File: config.mk
export PLATFORM = sky130hd
export DESIGN_NAME = ecp_xfer_engine
export DESIGN_NICKNAME = d
export VERILOG_FILES = /design/src/rtl/ecp_pkg.sv /design/src/rtl/ecp_tag_fifo.sv /design/src/rtl/ecp_fwd_hs.sv /design/src/rtl/ecp_rev_cap.sv /design/src/rtl/ecp_xfer_engine.sv
export SDC_FILE = /design/constraint.sdc
export NUM_CORES = 1
export LEC_CHECK = 0
export ABC_AREA = 1
export BUFFER_PORTS_ARGS = -buffer_cell sky130_fd_sc_hd__buf_2
export CORE_ASPECT_RATIO = 0.8
export CORE_UTILIZATION = 54
export DETAILED_ROUTE_END_ITERATION = 16
export PLACE_DENSITY_LB_ADDON = 0.2
export SYNTH_ARGS = -nofsm -noshare
export SYNTH_HDL_FRONTEND = slang
export SYNTH_SLANG_ARGS = --single-unit
File: constraint.sdc
create_clock -name clk -period 2.26 [get_ports clk]
set_input_delay 0.226 -clock clk [delete_from_list [all_inputs] [get_ports clk]]
set_output_delay 0.226 -clock clk [all_outputs]
set_load 0.005 [all_outputs]
File: src/rtl/ecp_pkg.sv
package ecp_pkg;

  typedef struct packed {
    logic       is_cmd;
    logic [7:0] b;
  } ecp_ent_t;

  typedef enum logic [1:0] {
    HS_IDLE,
    HS_SETUP,
    HS_STRB,
    HS_RELS
  } hs_st_t;

  // service wanted: forward refill when low, reverse drain when high
  function automatic logic svc_want(input logic rev, input int unsigned lvl,
                                    input int unsigned thr);
    return rev ? (lvl >= thr) : (lvl <= thr);
  endfunction

  // turn a reverse byte and its acknowledge level into a tagged entry
  function automatic ecp_ent_t rev_entry(input logic pack, input logic [7:0] d);
    ecp_ent_t e;
    e.is_cmd = !pack;
    e.b      = pack ? d : {1'b0, d[6:0]};
    return e;
  endfunction

endpackage

File: src/rtl/ecp_tag_fifo.sv
module ecp_tag_fifo
  import ecp_pkg::*;
#(
  parameter int DEPTH = 16,
  localparam int AW = (DEPTH > 1) ? $clog2(DEPTH) : 1,
  localparam int LW = $clog2(DEPTH + 1)
) (
  input  logic          clk,
  input  logic          rst_n,
  input  logic          flush,
  input  logic          push,
  input  ecp_ent_t      push_ent,
  input  logic          pop,
  output ecp_ent_t      head,
  output logic [LW-1:0] level,
  output logic          empty,
  output logic          full,
  output logic          overflow
);

  ecp_ent_t      mem [DEPTH];
  logic [AW-1:0] wp, rp;
  logic          push_ok, pop_ok, push_drop;

  assign empty     = (level == '0);
  assign full      = (level == LW'(DEPTH));
  assign push_ok   = push && !full && !flush;
  assign pop_ok    = pop && !empty && !flush;
  assign push_drop = push && full && !flush;
  assign head      = mem[rp];

  function automatic logic [AW-1:0] bump(input logic [AW-1:0] p);
    return (p == AW'(DEPTH - 1)) ? '0 : p + 1'b1;
  endfunction

  always_ff @(posedge clk) begin
    if (push_ok) mem[wp] <= push_ent;
  end

  always_ff @(posedge clk) begin
    if (!rst_n || flush) begin
      wp    <= '0;
      rp    <= '0;
      level <= '0;
    end else begin
      if (push_ok) wp <= bump(wp);
      if (pop_ok)  rp <= bump(rp);
      level <= level + LW'(push_ok) - LW'(pop_ok);
    end
  end

  always_ff @(posedge clk) begin
    if (!rst_n)         overflow <= 1'b0;
    else if (push_drop) overflow <= 1'b1;
  end

  p_level_bound_r7: assert property (@(posedge clk) disable iff (!rst_n)
    level <= LW'(DEPTH));
  p_drop_sets_ovf_r7: assert property (@(posedge clk) disable iff (!rst_n)
    push_drop |=> overflow && $stable(level) || $past(pop_ok));
  p_ovf_sticky_r7: assert property (@(posedge clk) disable iff (!rst_n)
    overflow |=> overflow);
  p_flush_empties_r9: assert property (@(posedge clk) disable iff (!rst_n)
    flush |=> empty);

endmodule

File: src/rtl/ecp_fwd_hs.sv
module ecp_fwd_hs
  import ecp_pkg::*;
(
  input  logic       clk,
  input  logic       rst_n,
  input  logic       run,
  input  logic       avail,
  input  ecp_ent_t   head,
  input  logic       busy,
  output logic       pop,
  output logic [7:0] pd_out,
  output logic       host_ack,
  output logic       n_strobe,
  output logic       fwd_rle,
  output logic       fwd_chan
);

  hs_st_t st;
  logic   active;

  assign pop      = run && avail && (st == HS_IDLE);
  assign n_strobe = (st != HS_STRB);
  assign active   = (st != HS_IDLE);
  assign fwd_rle  = active && !host_ack && !pd_out[7];
  assign fwd_chan = active && !host_ack &&  pd_out[7];

  always_ff @(posedge clk) begin
    if (!rst_n) begin
      st       <= HS_IDLE;
      pd_out   <= '0;
      host_ack <= 1'b1;
    end else if (!run) begin
      st <= HS_IDLE;
    end else begin
      case (st)
        HS_IDLE: if (avail) begin
          pd_out   <= head.b;
          host_ack <= !head.is_cmd;
          st       <= HS_SETUP;
        end
        HS_SETUP: st <= HS_STRB;
        HS_STRB:  if (busy)  st <= HS_RELS;
        HS_RELS:  if (!busy) st <= HS_IDLE;
        default:  st <= HS_IDLE;
      endcase
    end
  end

  p_strobe_stable_r4: assert property (@(posedge clk) disable iff (!rst_n)
    !n_strobe |-> $stable(pd_out) && $stable(host_ack));
  p_strobe_release_r4: assert property (@(posedge clk) disable iff (!rst_n)
    (!n_strobe && busy) |=> n_strobe);
  p_no_pop_while_busy_r4: assert property (@(posedge clk) disable iff (!rst_n)
    pop |-> !busy || !$past(active));
  p_kind_exclusive_r5: assert property (@(posedge clk) disable iff (!rst_n)
    !(fwd_rle && fwd_chan));

endmodule

File: src/rtl/ecp_rev_cap.sv
module ecp_rev_cap
  import ecp_pkg::*;
(
  input  logic       clk,
  input  logic       rst_n,
  input  logic       arm,
  input  logic       n_periph_clk,
  input  logic       periph_ack,
  input  logic [7:0] pd_in,
  output logic       push,
  output ecp_ent_t   ent
);

  logic prev;

  always_ff @(posedge clk) begin
    if (!rst_n) prev <= 1'b1;
    else        prev <= n_periph_clk;
  end

  assign push = arm && prev && !n_periph_clk;
  assign ent  = rev_entry(periph_ack, pd_in);

  p_one_per_fall_r6: assert property (@(posedge clk) disable iff (!rst_n)
    push |=> !push);

endmodule

File: src/rtl/ecp_xfer_engine.sv
module ecp_xfer_engine
  import ecp_pkg::*;
#(
  parameter int DEPTH = 16,
  localparam int LW = $clog2(DEPTH + 1)
) (
  input  logic          clk,
  input  logic          rst_n,
  input  logic          en,
  input  logic          dir,
  input  logic [LW-1:0] thresh,
  input  logic          wr_cmd,
  input  logic          wr_dat,
  input  logic [7:0]    wr_byte,
  input  logic          rd_pop,
  output logic [7:0]    rd_byte,
  output logic          rd_is_cmd,
  output logic [LW-1:0] level,
  output logic          fifo_empty,
  output logic          fifo_full,
  output logic          overflow,
  output logic          svc_req,
  output logic [7:0]    pd_out,
  output logic          host_ack,
  output logic          n_strobe,
  input  logic          busy,
  input  logic [7:0]    pd_in,
  input  logic          periph_ack,
  input  logic          n_periph_clk,
  output logic          fwd_rle,
  output logic          fwd_chan
);

  logic     fwd_on, rev_on;
  logic     sw_push, cap_push, hs_pop, sw_pop;
  ecp_ent_t sw_ent, cap_ent, head;

  assign fwd_on = en && !dir;
  assign rev_on = en &&  dir;

  // command strobe wins when both are raised together
  assign sw_push = fwd_on && (wr_cmd || wr_dat);
  assign sw_ent  = '{is_cmd: wr_cmd, b: wr_byte};
  assign sw_pop  = rev_on && rd_pop;

  ecp_rev_cap u_cap (
    .clk(clk), .rst_n(rst_n), .arm(rev_on), .n_periph_clk(n_periph_clk),
    .periph_ack(periph_ack), .pd_in(pd_in), .push(cap_push), .ent(cap_ent)
  );

  ecp_tag_fifo #(.DEPTH(DEPTH)) u_fifo (
    .clk(clk), .rst_n(rst_n), .flush(!en),
    .push(sw_push || cap_push), .push_ent(dir ? cap_ent : sw_ent),
    .pop(hs_pop || sw_pop), .head(head), .level(level),
    .empty(fifo_empty), .full(fifo_full), .overflow(overflow)
  );

  ecp_fwd_hs u_hs (
    .clk(clk), .rst_n(rst_n), .run(fwd_on), .avail(!fifo_empty), .head(head),
    .busy(busy), .pop(hs_pop), .pd_out(pd_out), .host_ack(host_ack),
    .n_strobe(n_strobe), .fwd_rle(fwd_rle), .fwd_chan(fwd_chan)
  );

  assign rd_byte   = head.b;
  assign rd_is_cmd = head.is_cmd;
  assign svc_req   = en && svc_want(dir, int'(level), int'(thresh));

  p_single_push_src_r10: assert property (@(posedge clk) disable iff (!rst_n)
    !(sw_push && cap_push));
  p_hs_pop_nonempty_r3: assert property (@(posedge clk) disable iff (!rst_n)
    hs_pop |-> !fifo_empty && !dir);
  p_idle_when_off_r9: assert property (@(posedge clk) disable iff (!rst_n)
    !en |=> n_strobe);

endmodule

==> results of run 1 <==
## repair_timing
| item | in CTS | in global routing |
|---|---|---|
| pin swaps | 11 | 7 |
| hold endpoints to repair | 1 | 0 |
| setup buffers | 4 | 2 |
| hold buffers | 2 | 0 |
| setup endpoints to repair | 9 | 10 |
| resized for setup | 12 | 5 |
## path summary, 6_finish.rpt
check | startpoint | end | slack, ns
max reg2reg | u_hs.st[0] | u_fifo.level[4] | -0.05
min reg2reg | u_fifo.overflow | u_fifo.overflow | 0.48
min | dir | u_hs.st[0] | 0.22
max | u_hs.st[0] | u_fifo.level[4] | -0.05
## registers in the layout (all words and copies together), names as in the netlist, named ones only
name             flops
u_fifo.level         5
u_fifo.wp            4
u_fifo.overflow      1
u_hs.st              2
u_hs.host_ack        1
u_fifo.mem         144
u_cap.prev           1
u_fifo.rp            4
u_hs.pd_out          8
## Yosys cell counts, types with 2 or more instances
cell type,count
dfxtp_1,30
nor2_1,57
clkbuf_1,6
o21ai_0,16
nand4_1,2
inv_1,111
nand2_2,5
clkinv_1,3
buf_4,9
a21oi_1,16
inv_2,3
edfxtp_1,144
xor2_1,2
inv_4,3
nand3_1,98
buf_6,3
ha_1,20
nand2_1,263
buf_2,10
nor3_1,9
## routing by layer
metal | track usage [%] | up-vias | wire, um
met5 | 0 | - | 0
met2 | 42.5 | 220 | 9040
li1 | - | 2881 | -
met4 | 7.22 | 0 | 241
met1 | 37.2 | 2834 | 8320
met3 | 5.72 | 15 | 1390
## critical path, delay by kind of cell, from the launching register on
family                   cells  cell delay (ns)
flip-flops                   1             0.34
adder cells (fa/ha/maj)      4             0.96
buffers and inverters        4             0.22
AO/OA/AOI/OAI                4             0.48
AND/OR/NAND/NOR              3             0.23
## layout by cell type (no fill, tap or decap), types with 2 or more instances in the layout
cell type / instances
nand2_1: 263
edfxtp_1: 144
inv_1: 106
nand3_1: 98
buf_2: 60
nor2_1: 57
buf_4: 43
dfxtp_1: 27
clkbuf_16: 20
ha_1: 16
o21ai_0: 15
a21oi_1: 15
nor3_1: 9
inv_2: 6
inv_4: 5
nand2_2: 5
ha_4: 4
clkinvlp_4: 4
clkinv_4: 4
buf_12: 4
dfxtp_2: 3
clkinv_1: 2
nand4_1: 2
o21ai_1: 2
a21oi_2: 2
xor2_1: 2
inv_6: 2
dlygate4sd3_1: 2
## cell type report
| cell class | instances | area [um2] |
|---|---|---|
| fill | 1112 | 4930 |
| sequential | 174 | 4930 |
| multi-input combinational | 502 | 2410 |
| timing repair buffer | 109 | 723 |
| clock buffer | 21 | 514 |
| inverter | 120 | 464 |
| tap | 184 | 230 |
| clock inverter | 11 | 93.8 |
## kinds of logic (layout without fill, tap and decap cells)
family | Yosys count | after routing
buffers and inverters | 149 | 261
flip-flops | 174 | 174
XOR/XNOR | 3 | 3
adder cells (fa/ha/maj) | 21 | 21
AO/OA/AOI/OAI | 41 | 41
AND/OR/NAND/NOR | 437 | 437
## power breakdown
| group | switching (mW) | internal [mW] | leakage [nW] |
|---|---|---|---|
| Combinational | 1.14 | 0.794 | 2.28 |
| Clock | 1.25 | 1.65 | 0.286 |
| Sequential | 0.0735 | 3.62 | 1.55 |
| Total | 2.47 | 6.07 | 4.11 |
==> results.ini, run 1 <==
[layout]
fin_util_pct=65.5
num_antenna_cells=0
drive_gt1_share_pct=18.2
stdcell_count=1121
area_growth_pct=18.5
nNetsFinal=976
fin_area_um2=9360

[synth]
netlist_instances=825
synth_top_area_cell=edfxtp_1
ys_warn_count=0
synth_ff_type=edfxtp_1
syn_area_um2=7910
yosys.area.top_type_share_pct=54.7
synth_compound_area_share_pct=2.94
synth-edff-count=144
synthMuxAreaShare_pct=0
synth.avg_cell_area_um2=9.58
synth_area_leaders=edfxtp_1 (55%), nand2_1 (12%), dfxtp_1 (7.6%)
ys_seq_area_share_pct=62.3
synth-adder-area-share_pct=3.42
yosysUniqueCellTypes=35
ys_seq_elements=174
synthSimpleGateAreaFrac_pct=23.0
synth_top_family_by_area=simple AND/OR/NAND/NOR gates
postSynth.asyncResetShare_pct=0
synth-xor-area-share_pct=0.332
syn-num-nets=877

[die]
die_area_um2=15100
die_x_um=137
io_pins=61
chipHeight_um=110
core_um2=14300
start_util_pct=55.3
rows=39

[sta]
slew_headroom_pct=21.9
fin_ws_ns=-0.0478
finalClockSkew_ns=0.00977
worstMarginPinSlew_ns=1.17
max_freq_ghz=0.433
fin_tns_setup_ns=-0.0478
setup_violations=1
whs_ns=0.216
rsz0062_at_grt=true
final_max_slew_viol_count=0
hold_viol_final=0
min_period_ns=2.31
finalCritPeriodShare_pct=102

[power]
vdd_ir_drop_max_mv=0.688
power.leakage_nw=4.11
totalPowerFinal_mw=8.54
pwr_density_cell_nw_per_um2=912

[route]
routed_via_density=5.31
drt_iter0_markers=551
avgRoutedWirePerCell_um=16.9
drt_pass1_iterations=11
vias=5950
drc_errors=2
routed_wl_um=19000
ant_nets=0

[setup_path]
max_stage_delay_ns=0.38
critPathCaptureType=register
cp.arrival_ns=2.67
crit_path_cell_trace=inv_2 -> ha_4 -> inv_4 -> nor2_4 -> o21ai_2 -> inv_2 -> ha_4 -> inv_2 -> ha_4 -> fa_2 -> a21oi_2 -> nor2_1 -> nor2_1 -> o21ai_1 -> a21oi_1
critPathSlowestCell=fa_2
worstRegToRegCells=15
crit_path_max_fanout=2
crit_required_ns=2.62
start_kind=register
setup.worst_path.class=register to register

[placed_design]
dpl.cell_count=1081
placed_area_um2=8620
globalplace.congestion=0.837
place_ws_ns=-0.117
io_buffers=60
hpwl_um=12600

[min_path]
hold_depth=4
worstHoldPathType=primary input to register

[global_route]
grt_max_degree=54
grt_antenna_before_repair=0
grt_pass1_vias=5493
grt_pass1_wl_um=28900
grt_overflow_total=0
grtUsageTotal_pct=26.7

[outcome]
run_status=complete, but fails checks
violations=design-rule violations, negative setup slack

[cts]
clk_latency_ns=0.43
cts_tree=built
clkSlewWorstSetupHoldPaths_ns=0.07
root_buffer=clkbuf_16
cts_buffer_depth=2
numCtsBuffers=17
clock_sinks=174
htreeDepth=4

[flow_run]
max_cap_viol_count=0

(Power assumes the default switching activity.)
==> run 2: changes to the inputs <==
CORE_UTILIZATION = 56   (was 54)
CTS_BUF_LIST = sky130_fd_sc_hd__clkbuf_4 sky130_fd_sc_hd__clkbuf_8   (was not set)
==> run 2 against run 1 <==
Net effect:
- die area down 3.5%
- wire length grew 3.5%
- worst hold slack worse by 0.031 ns
- cell count down 0.45%
- clock skew grew 0.0067 ns
- global-route usage grew 1.3 points
- combinational power is essentially flat
- the run now ends clean
- critical path type unchanged
- worst setup slack gained 0.070 ns
- register-to-register slack better by 0.07 ns
- highest routed layer unchanged
- final area shrank 1.4%
- maximum frequency is 3.2% higher
==> results.ini, run 2 (same netlist as run 1, synthesis figures left out) <==
[outcome]
run_status=finished, final reports clean

[setup_path]
cp.arrival_ns=2.65
critPathSlowestCell=fa_2
cp_top_family=adder cells
setup.worst_path.class=register to register
crit_path_cell_trace=inv_2 -> ha_4 -> inv_4 -> nor2_4 -> o21ai_2 -> inv_2 -> ha_4 -> inv_2 -> ha_4 -> fa_2 -> a21oi_2 -> nor2_1 -> nor2_1 -> o21ai_1 -> a21oi_1
reg2reg_slack_ns=0.02
cp_num_buf_inv=4
start_kind=register
crit_required_ns=2.67
critPathCaptureType=register
max_stage_delay_ns=0.37
crit_path_max_fanout=2

[route]
vias=6024
routed_wl_um=19700
drt_pass1_iterations=8
avgRoutedWirePerCell_um=17.6
ant_nets=0
drc_errors=0
drt_iter0_markers=620
routed_via_density=5.40

[cts]
cts_buffer_depth=2
clk_latency_ns=0.46
root_buffer=clkbuf_8
clock_sinks=174
numCtsBuffers=17
htreeDepth=4
clkSlewWorstSetupHoldPaths_ns=0.10
cts_tree=built

[layout]
stdcell_count=1116
nNetsFinal=975
layout.cells.most_common=nand2_1
reg_top3=u_fifo.mem x144, u_hs.pd_out x8, u_fifo.level x5
fin_area_um2=9240
drive_gt1_share_pct=19.1
fin_util_pct=67.7
fillCellCount=1026
regMostFlops=u_fifo.mem
mostFrequentLayoutCells=nand2_1 (263), edfxtp_1 (144), inv_1 (105)
num_antenna_cells=0
largest_reg_flops=144
area_growth_pct=16.8

[die]
rows=38
io_pins=61
die_area_um2=14600
chipHeight_um=108
die_x_um=135
start_util_pct=57.9
core_um2=13600

[flow_run]
max_cap_viol_count=0

[power]
vdd_ir_drop_max_mv=0.659
power.leakage_nw=4.04
totalPowerFinal_mw=7.90
pwr_density_cell_nw_per_um2=856

[sta]
finalCritPeriodShare_pct=99.0
setup_violations=0
whs_ns=0.185
fin_tns_setup_ns=0
final_max_slew_viol_count=0
slew_headroom_pct=17.0
min_period_ns=2.24
hold_viol_final=0
fin_ws_ns=0.0227
worstMarginPinSlew_ns=1.24
finalClockSkew_ns=0.0164
max_freq_ghz=0.447
rsz0062_at_grt=true

[min_path]
worstHoldPathType=primary input to register

[global_route]
grt_pass1_vias=5596
grt_overflow_total=0
grt_max_degree=51
grt_pass1_wl_um=29500
grtUsageTotal_pct=28.0
grt_antenna_before_repair=0

[placed_design]
placed_area_um2=8570
io_buffers=60
hpwl_um=12400
globalplace.congestion=0.865
dpl.cell_count=1075
place_ws_ns=-0.0490

[run 2: path summary, 6_finish.rpt]
path                                         to  cells after the start            start
worst max-delay path            u_fifo.level[4]                     15       u_hs.st[1]
worst min-delay path                 u_hs.st[1]                      4              dir
worst max register to register  u_fifo.level[4]                     15       u_hs.st[1]
worst min register to register  u_fifo.overflow                      2  u_fifo.overflow
[run 2: worst reg2reg max path: cells and delay by family, from the launching register on]
kind / cells / cell delay, ns
compound gates: 4 / 0.47
fa+ha+maj: 4 / 0.95
buf+inv: 4 / 0.22
flops: 1 / 0.35
simple gates: 3 / 0.21
[run 2: repair_timing]
action	CTS	global route
setup endpoints to repair	10	12
pin swaps	11	8
hold endpoints to repair	1	0
resized for setup	14	19
buffers inserted	2	2
gates cloned	1	2
hold buffers	2	0
[run 2: power by group]
part           switching (mW)  internal (mW)
Sequential             0.0783           3.62
Clock                    1.23           1.03
Combinational            1.15          0.799
[run 2: per-layer routing]
| metal | wire length, um | GRT usage (%) |
|---|---|---|
| met5 | 0 | 0 |
| met3 | 1690 | 8.06 |
| met2 | 9040 | 42.6 |
| met1 | 8190 | 36.9 |
| met4 | 738 | 13.6 |
[run 2: area by class of cell]
type,count,area (um2),share of cell area (%)
multi-input cells,502,2440,26.5
clock inverters,15,178,1.92
flip-flops and latches,174,4930,53.4
repair buffers,108,753,8.15
well taps,180,225,2.44
inverters,120,469,5.08
clock buffers,17,234,2.53
